$ cat src/rtl/cc_tmr_pkg.sv
package cc_tmr_pkg;
  localparam int unsigned REG_AW = 4;

  localparam logic [REG_AW-1:0] OFS_CTL  = 4'h0;
  localparam logic [REG_AW-1:0] OFS_MODE = 4'h1;
  localparam logic [REG_AW-1:0] OFS_IOC  = 4'h2;
  localparam logic [REG_AW-1:0] OFS_IEN  = 4'h4;
  localparam logic [REG_AW-1:0] OFS_STAT = 4'h5;
  localparam logic [REG_AW-1:0] OFS_CNT  = 4'h6;
  localparam logic [REG_AW-1:0] OFS_GRA  = 4'h8;

  typedef enum logic [2:0] {
    CLR_NONE = 3'd0,
    CLR_GRA  = 3'd1,
    CLR_GRB  = 3'd2,
    CLR_SYNC = 3'd3,
    CLR_RSV4 = 3'd4,
    CLR_GRC  = 3'd5,
    CLR_GRD  = 3'd6,
    CLR_RSV7 = 3'd7
  } clr_src_e;

  typedef struct packed {
    clr_src_e   clr;
    logic [1:0] edg;
    logic [2:0] psc;
  } ctl_t;

  typedef enum logic [1:0] {
    PIN_HOLD   = 2'd0,
    PIN_CLEAR  = 2'd1,
    PIN_SET    = 2'd2,
    PIN_TOGGLE = 2'd3
  } pin_act_e;
endpackage

$ cat src/rtl/cc_tmr_regs.sv
module cc_tmr_regs
  import cc_tmr_pkg::*;
(
  input  logic              clk_i,
  input  logic              rst_ni,
  input  logic              we_i,
  input  logic [REG_AW-1:0] addr_i,
  input  logic [7:0]        wdata_i,
  output ctl_t              ctl_o,
  output logic [3:0]        mode_o,
  output logic [7:0]        ioc_o,
  output logic              ien_o,
  output logic              ioc_wr_o,
  output logic              cnt_wr_o,
  output logic              gra_wr_o,
  output logic              stat_wr_o
);
  logic ctl_wr, mode_wr, ien_wr;

  always_comb begin
    ctl_wr    = 1'b0;
    mode_wr   = 1'b0;
    ioc_wr_o  = 1'b0;
    ien_wr    = 1'b0;
    stat_wr_o = 1'b0;
    cnt_wr_o  = 1'b0;
    gra_wr_o  = 1'b0;
    if (we_i) begin
      unique case (addr_i)
        OFS_CTL:  ctl_wr    = 1'b1;
        OFS_MODE: mode_wr   = 1'b1;
        OFS_IOC:  ioc_wr_o  = 1'b1;
        OFS_IEN:  ien_wr    = 1'b1;
        OFS_STAT: stat_wr_o = 1'b1;
        OFS_CNT:  cnt_wr_o  = 1'b1;
        OFS_GRA:  gra_wr_o  = 1'b1;
        default: ;
      endcase
    end
  end

  always_ff @(posedge clk_i or negedge rst_ni) begin
    if (!rst_ni) begin
      ctl_o  <= '0;
      mode_o <= '0;
      ioc_o  <= '0;
      ien_o  <= 1'b0;
    end else begin
      if (ctl_wr)   ctl_o  <= ctl_t'(wdata_i);
      if (mode_wr)  mode_o <= wdata_i[3:0];
      if (ioc_wr_o) ioc_o  <= wdata_i;
      if (ien_wr)   ien_o  <= wdata_i[0];
    end
  end
endmodule

$ cat src/rtl/cc_tmr_prescale.sv
module cc_tmr_prescale #(
  parameter int unsigned PSC_W = 6
) (
  input  logic       clk_i,
  input  logic       rst_ni,
  input  logic       run_i,
  input  logic [2:0] sel_i,
  output logic       tick_o
);
  logic [PSC_W-1:0] pre_q;
  logic [PSC_W-1:0] mask;

  // divide by 4**sel for sel 0..3
  always_comb mask = PSC_W'((32'd1 << {sel_i[1:0], 1'b0}) - 32'd1);

  assign tick_o = run_i && !sel_i[2] && ((pre_q & mask) == mask);

  always_ff @(posedge clk_i or negedge rst_ni) begin
    if (!rst_ni)     pre_q <= '0;
    else if (!run_i) pre_q <= '0;
    else             pre_q <= pre_q + 1'b1;
  end
endmodule

$ cat src/rtl/cc_tmr_capsync.sv
module cc_tmr_capsync #(
  parameter int unsigned STAGES = 2
) (
  input  logic       clk_i,
  input  logic       rst_ni,
  input  logic       cap_i,
  input  logic [3:0] code_i,
  output logic       evt_o
);
  logic [STAGES:0] sh_q;
  logic rise, fall;

  always_ff @(posedge clk_i or negedge rst_ni) begin
    if (!rst_ni) sh_q[0] <= 1'b0;
    else         sh_q[0] <= cap_i;
  end

  for (genvar g = 1; g <= STAGES; g++) begin : g_sync
    always_ff @(posedge clk_i or negedge rst_ni) begin
      if (!rst_ni) sh_q[g] <= 1'b0;
      else         sh_q[g] <= sh_q[g-1];
    end
  end

  assign rise = sh_q[STAGES-1] & ~sh_q[STAGES];
  assign fall = ~sh_q[STAGES-1] & sh_q[STAGES];

  always_comb begin
    unique case (code_i)
      4'd8:    evt_o = rise;
      4'd9:    evt_o = fall;
      4'd10:   evt_o = rise | fall;
      default: evt_o = 1'b0;
    endcase
  end
endmodule

$ cat src/rtl/cc_tmr_count.sv
module cc_tmr_count
  import cc_tmr_pkg::*;
#(
  parameter int unsigned CNT_W = 16
) (
  input  logic             clk_i,
  input  logic             rst_ni,
  input  logic             run_i,
  input  logic             tick_i,
  input  clr_src_e         clr_i,
  input  logic             sync_clr_i,
  input  logic             cap_mode_i,
  input  logic             cap_evt_i,
  input  logic             cnt_wr_i,
  input  logic             gra_wr_i,
  input  logic             stat_wr_i,
  input  logic [CNT_W-1:0] wdata_i,
  output logic [CNT_W-1:0] cnt_o,
  output logic [CNT_W-1:0] gra_o,
  output logic             flag_o,
  output logic             cmp_evt_o
);
  assign cmp_evt_o = tick_i && !cap_mode_i && (cnt_o == gra_o);

  always_ff @(posedge clk_i or negedge rst_ni) begin
    if (!rst_ni) begin
      cnt_o <= '0;
    end else if (cnt_wr_i) begin
      cnt_o <= wdata_i;
    end else if (run_i && (clr_i == CLR_SYNC) && sync_clr_i) begin
      cnt_o <= '0;
    end else if (tick_i) begin
      if (cmp_evt_o && (clr_i == CLR_GRA)) cnt_o <= '0;
      else                                 cnt_o <= cnt_o + 1'b1;
    end
  end

  // capture has priority over a bus write
  always_ff @(posedge clk_i or negedge rst_ni) begin
    if (!rst_ni)        gra_o <= '1;
    else if (cap_evt_i) gra_o <= cnt_o;
    else if (gra_wr_i)  gra_o <= wdata_i;
  end

  always_ff @(posedge clk_i or negedge rst_ni) begin
    if (!rst_ni)                         flag_o <= 1'b0;
    else if (cmp_evt_o || cap_evt_i)     flag_o <= 1'b1;
    else if (stat_wr_i && !wdata_i[0])   flag_o <= 1'b0;
  end
endmodule

$ cat src/rtl/cc_tmr_outpin.sv
module cc_tmr_outpin
  import cc_tmr_pkg::*;
(
  input  logic       clk_i,
  input  logic       rst_ni,
  input  logic       ioc_wr_i,
  input  logic [3:0] new_code_i,
  input  logic [3:0] code_i,
  input  logic       cmp_evt_i,
  output logic       pin_o
);
  pin_act_e act;
  assign act = pin_act_e'(code_i[1:0]);

  always_ff @(posedge clk_i or negedge rst_ni) begin
    if (!rst_ni) begin
      pin_o <= 1'b0;
    end else if (ioc_wr_i) begin
      if (!new_code_i[3] && (new_code_i[1:0] != 2'd0)) pin_o <= new_code_i[2];
    end else if (cmp_evt_i && !code_i[3]) begin
      unique case (act)
        PIN_CLEAR:  pin_o <= 1'b0;
        PIN_SET:    pin_o <= 1'b1;
        PIN_TOGGLE: pin_o <= ~pin_o;
        default:    pin_o <= pin_o;
      endcase
    end
  end
endmodule

$ cat src/rtl/cc_tmr_ch.sv
module cc_tmr_ch
  import cc_tmr_pkg::*;
#(
  parameter int unsigned CNT_W       = 16,
  parameter int unsigned NUM_CH      = 5,
  parameter int unsigned CH_IDX      = 0,
  parameter int unsigned PSC_W       = 6,
  parameter int unsigned SYNC_STAGES = 2
) (
  input  logic              clk_i,
  input  logic              rst_ni,
  input  logic [NUM_CH-1:0] start_i,
  input  logic              sync_clr_i,
  input  logic              we_i,
  input  logic [REG_AW-1:0] addr_i,
  input  logic [CNT_W-1:0]  wdata_i,
  output logic [CNT_W-1:0]  rdata_o,
  input  logic              cap_i,
  output logic              cmp_o,
  output logic              irq_o
);
  localparam int unsigned PAD_B = CNT_W - 8;
  localparam int unsigned PAD_M = CNT_W - 4;
  localparam int unsigned PAD_1 = CNT_W - 1;

  ctl_t             ctl;
  logic [3:0]       mode;
  logic [7:0]       ioc;
  logic             ien;
  logic             ioc_wr, cnt_wr, gra_wr, stat_wr;
  logic             run_eff, tick, cap_mode, cap_evt, cmp_evt, flag;
  logic [CNT_W-1:0] cnt, gra;

  assign run_eff  = start_i[CH_IDX] && (mode == 4'd0);
  assign cap_mode = ioc[3];

  cc_tmr_regs i_regs (
    .clk_i, .rst_ni, .we_i, .addr_i,
    .wdata_i   (wdata_i[7:0]),
    .ctl_o     (ctl),
    .mode_o    (mode),
    .ioc_o     (ioc),
    .ien_o     (ien),
    .ioc_wr_o  (ioc_wr),
    .cnt_wr_o  (cnt_wr),
    .gra_wr_o  (gra_wr),
    .stat_wr_o (stat_wr)
  );

  cc_tmr_prescale #(.PSC_W(PSC_W)) i_psc (
    .clk_i, .rst_ni,
    .run_i  (run_eff),
    .sel_i  (ctl.psc),
    .tick_o (tick)
  );

  cc_tmr_capsync #(.STAGES(SYNC_STAGES)) i_cap (
    .clk_i, .rst_ni, .cap_i,
    .code_i (ioc[3:0]),
    .evt_o  (cap_evt)
  );

  cc_tmr_count #(.CNT_W(CNT_W)) i_cnt (
    .clk_i, .rst_ni,
    .run_i      (run_eff),
    .tick_i     (tick),
    .clr_i      (ctl.clr),
    .sync_clr_i,
    .cap_mode_i (cap_mode),
    .cap_evt_i  (cap_evt),
    .cnt_wr_i   (cnt_wr),
    .gra_wr_i   (gra_wr),
    .stat_wr_i  (stat_wr),
    .wdata_i,
    .cnt_o      (cnt),
    .gra_o      (gra),
    .flag_o     (flag),
    .cmp_evt_o  (cmp_evt)
  );

  cc_tmr_outpin i_pin (
    .clk_i, .rst_ni,
    .ioc_wr_i   (ioc_wr),
    .new_code_i (wdata_i[3:0]),
    .code_i     (ioc[3:0]),
    .cmp_evt_i  (cmp_evt),
    .pin_o      (cmp_o)
  );

  assign irq_o = flag & ien;

  always_comb begin
    unique case (addr_i)
      OFS_CTL:  rdata_o = {{PAD_B{1'b0}}, ctl};
      OFS_MODE: rdata_o = {{PAD_M{1'b0}}, mode};
      OFS_IOC:  rdata_o = {{PAD_B{1'b0}}, ioc};
      OFS_IEN:  rdata_o = {{PAD_1{1'b0}}, ien};
      OFS_STAT: rdata_o = {{PAD_1{1'b0}}, flag};
      OFS_CNT:  rdata_o = cnt;
      OFS_GRA:  rdata_o = gra;
      default:  rdata_o = '0;
    endcase
  end
endmodule

$ cat config.mk
export PLATFORM = sky130hd
export DESIGN_NAME = cc_tmr_ch
export DESIGN_NICKNAME = d
export VERILOG_FILES = /design/src/rtl/cc_tmr_pkg.sv /design/src/rtl/cc_tmr_regs.sv /design/src/rtl/cc_tmr_prescale.sv /design/src/rtl/cc_tmr_capsync.sv /design/src/rtl/cc_tmr_count.sv /design/src/rtl/cc_tmr_outpin.sv /design/src/rtl/cc_tmr_ch.sv
export SDC_FILE = /design/constraint.sdc
export NUM_CORES = 1
export LEC_CHECK = 0
export ABC_AREA = 1
export BUFFER_PORTS_ARGS = -buffer_cell sky130_fd_sc_hd__buf_2
export CAP_MARGIN = 10
export CELL_PAD_IN_SITES_DETAIL_PLACEMENT = 2
export CELL_PAD_IN_SITES_GLOBAL_PLACEMENT = 2
export CORE_ASPECT_RATIO = 0.7
export CORE_MARGIN = 4
export CORE_UTILIZATION = 34
export DETAILED_ROUTE_END_ITERATION = 6
export GPL_TIMING_DRIVEN = 0
export PLACE_DENSITY = 0.9
export SYNTH_ARGS = -nofsm -noshare
export SYNTH_HDL_FRONTEND = slang
export SYNTH_SLANG_ARGS = --single-unit
$ cat constraint.sdc
create_clock -name clk_i -period 1.8 [get_ports clk_i]
set_input_delay 0.27 -clock clk_i [delete_from_list [all_inputs] [get_ports clk_i]]
set_output_delay 0.27 -clock clk_i [all_outputs]
set_load 0.02 [all_outputs]
==> results_dict.tcl, run 1 <==
set metrics [dict create \
    cts.sink_count 64 \
    cts-buffers-inserted 9 \
    yosys_warnings 0 \
    synthCells 540 \
    cts-root-buf "clkbuf_16" \
    place_inst 740 \
    syn_area_mm2 0.004141 \
    synth_edf_count 0 \
    ys_seq_area_frac 0.3915 \
    io_buffers 43 \
    h-tree-depth 3 \
    num_rows 33 \
    design.portCount 48 \
    cts_buffer_depth 2 \
    die_h_um 100.3 \
    ys_types 36 \
    async_flop_share 1.000 \
    avgSynthCellArea_um2 7.669 \
    hpwl_mm 12.97 \
    outcome.stop_stage "global routing (5_1_grt)" \
    dieWidth_um 139.9 \
    synth_nets 578 \
    yosys_most_used_dff "dfrtp_1" \
    finalWeightedCongestion 0.8566 \
    synth_top_area_share 0.2900 \
    antenna_found_initial 0 \
    start_util 0.3507 \
    synth_top_area_cell "dfrtp_1" \
    worst-ep-kind "register data pin" \
    synth-seq-cells 64 \
    status "stopped before the end" \
    synth_area_leaders "dfrtp_1 29%, dfstp_2 10%, nand2_1 9.1%, inv_1 6.2%, o21ai_0 5.9%" \
    toolErrorMsg "[ERROR DPL-0033] detailed placement checks failed during check placement." \
    crit_endpoint "i_cnt.cnt_o[12]$_DFFE_PN0P_/D" \
    grt_max_degree 65 \
]
[synthesized netlist by cell type (all sizes together), types with 12 or more instances]
cell type,number
nand2,106
inv,81
nor2,72
o21ai,51
dfrtp,48
nand3,35
o22ai,28
a21oi,27
a22oi,16
buf,16
dfstp,16
xor2,12
[kinds of logic after synthesis]
family / count (synthesis) / synth area share
fa+ha+maj: 8 / 0.02417
simple gates: 223 / 0.2538
xor+xnor: 14 / 0.02961
flops: 64 / 0.3915
buf+inv: 101 / 0.1060
compound gates: 130 / 0.1949
[timing repair]
action | in CTS
setup endpoints to repair | 49
gates cloned | 3
pin swaps | 37
resized for setup | 145
setup buffers | 41
hold buffers | 0
[through the flow]
| stage | TNS, ns | area [um2] | setup WS [ns] |
|---|---|---|---|
| 2_1_floorplan | 0 | 4141 | 0.1380 |
| 3_3_place_gp | -6.093 | 4553 | -0.3184 |
| 3_5_place_dp | -10.57 | 4556 | -0.4375 |
| 4_1_cts | -1.052 | 5670 | -0.08734 |
==> run 2: changes to the inputs <==
- CELL_PAD_IN_SITES_DETAIL_PLACEMENT: 2 -> default
- CELL_PAD_IN_SITES_GLOBAL_PLACEMENT: 2 -> default
- CORE_ASPECT_RATIO: 0.7 -> default
- CORE_UTILIZATION: 34 -> 40
- PLACE_DENSITY: 0.9 -> default
- PLACE_DENSITY_LB_ADDON: default -> 0.15
==> results_dict.tcl, run 2 <==
set metrics [dict create \
    min_period_ns 1.843 \
    grt-ovfl-total 0 \
    combPwrFrac 0.459 \
    setup_viol 10 \
    min_path_cells 1 \
    finalWeightedCongestion 0.9027 \
    nets 664 \
    rrSetupSlack_ns -0.04 \
    r2r-start "i_regs.ioc_o[1]" \
    period_share 1.024 \
    fin_setup_tns_ns -0.2198 \
    cts_tree "done" \
    synth_top_area_share 0.2900 \
    synth-seq-cells 64 \
    cts-buffers-inserted 9 \
    hold_start "cap_i" \
    routed_wirelength_mm 12.79 \
    setup_slack_ns -0.04280 \
    p_leak_nw 2.643 \
    drive_gt1_frac 0.3794 \
    dieWidth_um 109.8 \
    synth.area.mux_share 0 \
    clk_pin_slew_ns 0.08 \
    io_buffers 43 \
    ir_drop_v 0.0005610 \
    mostFrequentLayoutCell "nand2_1" \
    dpl_cell_area_mm2 0.004526 \
    synth_edf_count 0 \
    syn_area_mm2 0.004141 \
    grt_pass1_vias 3833 \
    synth-adder-area-share 0.02417 \
    worstHoldPathType "input port to flop" \
    clk_latency_ns 0.35 \
    drv_slew 0 \
    fin_skew_ns 0.01751 \
    area_growth_syn_to_layout_pct 28.31 \
    start_util 0.4179 \
    synth_common_cells "100 x nand2_1, 68 x inv_1, 59 x nor2_1, 49 x o21ai_0, 48 x dfrtp_1" \
    synth.most_common_cell "nand2_1" \
    required_ns 2.07 \
    reg2regPathDepth 9 \
    grt_pass1_wl_mm 19.92 \
    die_h_um 109.8 \
    antenna_found_initial 0 \
    cp_max_fo 6 \
    viasPerCell 5.294 \
    slowest_delay_ns 0.46 \
    cp_slowest_cell "dfrtp_2" \
    worstSetupEndpointType "flop" \
    cts.sink_count 64 \
    min_to "i_cap.sh_q[0]" \
    worst_slew_pin_slew_ns 0.8720 \
    cp_cell_sequence "inv_1 -> ha_1 -> nand2_1 -> o211ai_1 -> nand3_2 -> o21ai_4 -> buf_6 -> o21ai_1 -> o22ai_1" \
    rsz0062_at_grt "yes" \
    design.portCount 48 \
    h-tree-depth 3 \
    ant_nets 0 \
    hold_violations 0 \
    cp.arrival_ns 2.11 \
    power_frac_seq 0.360 \
    dr.first_iter.drc_count 347 \
    synth-compound-area-share 0.1949 \
    fin_util 0.5362 \
    synth_xor_area_frac 0.02961 \
    num_vias 4039 \
    async_flop_share 1.000 \
    synthSimpleGateAreaFrac 0.2538 \
    dieArea_mm2 0.01205 \
    wl_per_cell_um 16.76 \
    ys_seq_area_frac 0.3915 \
    hold_ws_ns 0.01534 \
    swShare 0.4274 \
    cts_buffer_depth 2 \
    ys_types 36 \
    synth_top_area_cell "dfrtp_1" \
    yosys_warnings 0 \
    synth_top_family_by_area "simple AND/OR/NAND/NOR gates" \
    coreArea_mm2 0.009910 \
    internal_power_w 0.004012 \
    power.share.clock 0.182 \
    num_rows 36 \
    largest_registers "i_cnt.cnt_o (16), i_cnt.gra_o (16)" \
    crit_type "flop to flop" \
    p_per_area_mw_per_mm2 1319 \
    antenna-diode-count 0 \
    status "complete, but fails checks" \
    reg2reg_to "i_cnt.gra_o[5]" \
    synth_nets 578 \
    violations "setup timing" \
    cts-root-buf "clkbuf_8" \
    slew_headroom 0.4187 \
    final_cell_mix "92 x nand2_1, 57 x inv_1, 54 x nor2_1" \
    track_usage 0.2157 \
    pre_cts_ws_ns -0.3416 \
    dr.pass1.iters 7 \
    grt_max_degree 65 \
    avgSynthCellArea_um2 7.669 \
    final_cell_area_mm2 0.005314 \
    yosys_most_used_dff "dfrtp_1" \
    hpwl_mm 8.880 \
    synth_area_leaders "dfrtp_1 29%, dfstp_2 10%, nand2_1 9.1%, inv_1 6.2%, o21ai_0 5.9%" \
    synthCells 540 \
    drc 0 \
    critPathLaunchType "flop" \
    p_switching_w 0.002995 \
    max_freq_mhz 542.7 \
    max_cap_viol_count 0 \
]
## run 2: through the flow
step	cells	power, W
finish	763	0.007007
detailed placement	716	0.005046
CTS	745	0.006441
global route	763	0.007504
global placement	716	0.004981
floorplan	540	0.004357
## run 2: power groups by stage
stage / combinational (W) / sequential (W) / clock, W
after CTS: 0.00269 / 0.00246 / 0.00128
after global routing: 0.00357 / 0.00259 / 0.00134
after floorplan: 0.00200 / 0.00236 / 0
after detailed placement: 0.00256 / 0.00249 / 0
final: 0.00322 / 0.00252 / 0.00127
after global placement: 0.00252 / 0.00247 / 0
## run 2: per-layer routing
metal / vias up / track usage / wire [um]
met5: - / 0 / 0
met4: 0 / 0.07391 / 201
met3: 17 / 0.02525 / 751
met2: 134 / 0.3309 / 5881
met1: 1936 / 0.3147 / 5954
li1: 1952 / - / -
## run 2: what timing repair did
item / CTS / global route
hold buffers: 0 / 0
setup buffers: 13 / 18
endpoints found under the setup margin: 41 / 46
gates cloned: 1 / 1
resized for setup: 29 / 93
pin swaps: 6 / 27
## run 2: area by class of cell
class                           instances  area (um2)
Buffer                                 20       163.9
Tap cell                              133       166.4
Fill cell                             979        4596
Clock buffer                           12       145.1
Sequential cell                        64        1632
Clock inverter                          3       42.54
Inverter                               81       309.0
Timing Repair Buffer                   75       520.5
Multi-Input combinational cell        375        2335
## run 2: kinds of logic (layout without fill, tap and decap cells)
kind of cell / after synthesis / in the layout
buffers and inverters: 101 / 191
AOI/OAI and AO/OA: 130 / 130
and+or+nand+nor: 223 / 223
DFF: 64 / 64
adders and majority gates: 8 / 8
xor gates and xnor gates: 14 / 14
## run 2: how the worst max path moves through the flow
stage | endpoint | startpoint | depth (start not counted) | slack [ns]
after floorplan | rdata_o[4] | addr_i[1] | 6 | 0.14
after global placement | rdata_o[4] | addr_i[1] | 8 | -0.36
after detailed placement | rdata_o[4] | addr_i[1] | 8 | -0.34
after CTS | i_cnt.gra_o[14] | i_regs.ioc_o[0] | 9 | -0.03
after global routing | i_cnt.gra_o[5] | i_regs.ioc_o[0] | 9 | -0.14
final | i_cnt.gra_o[5] | i_regs.ioc_o[1] | 9 | -0.04
## run 2: worst max-delay path: cells and delay by family (launching register included)
kind,cells,cell delay [ns]
compound gates,4,0.53
fa+ha+maj,1,0.16
buf+inv,2,0.33
flops,1,0.46
simple gates,2,0.28
Power figures use the tool's default switching activity.
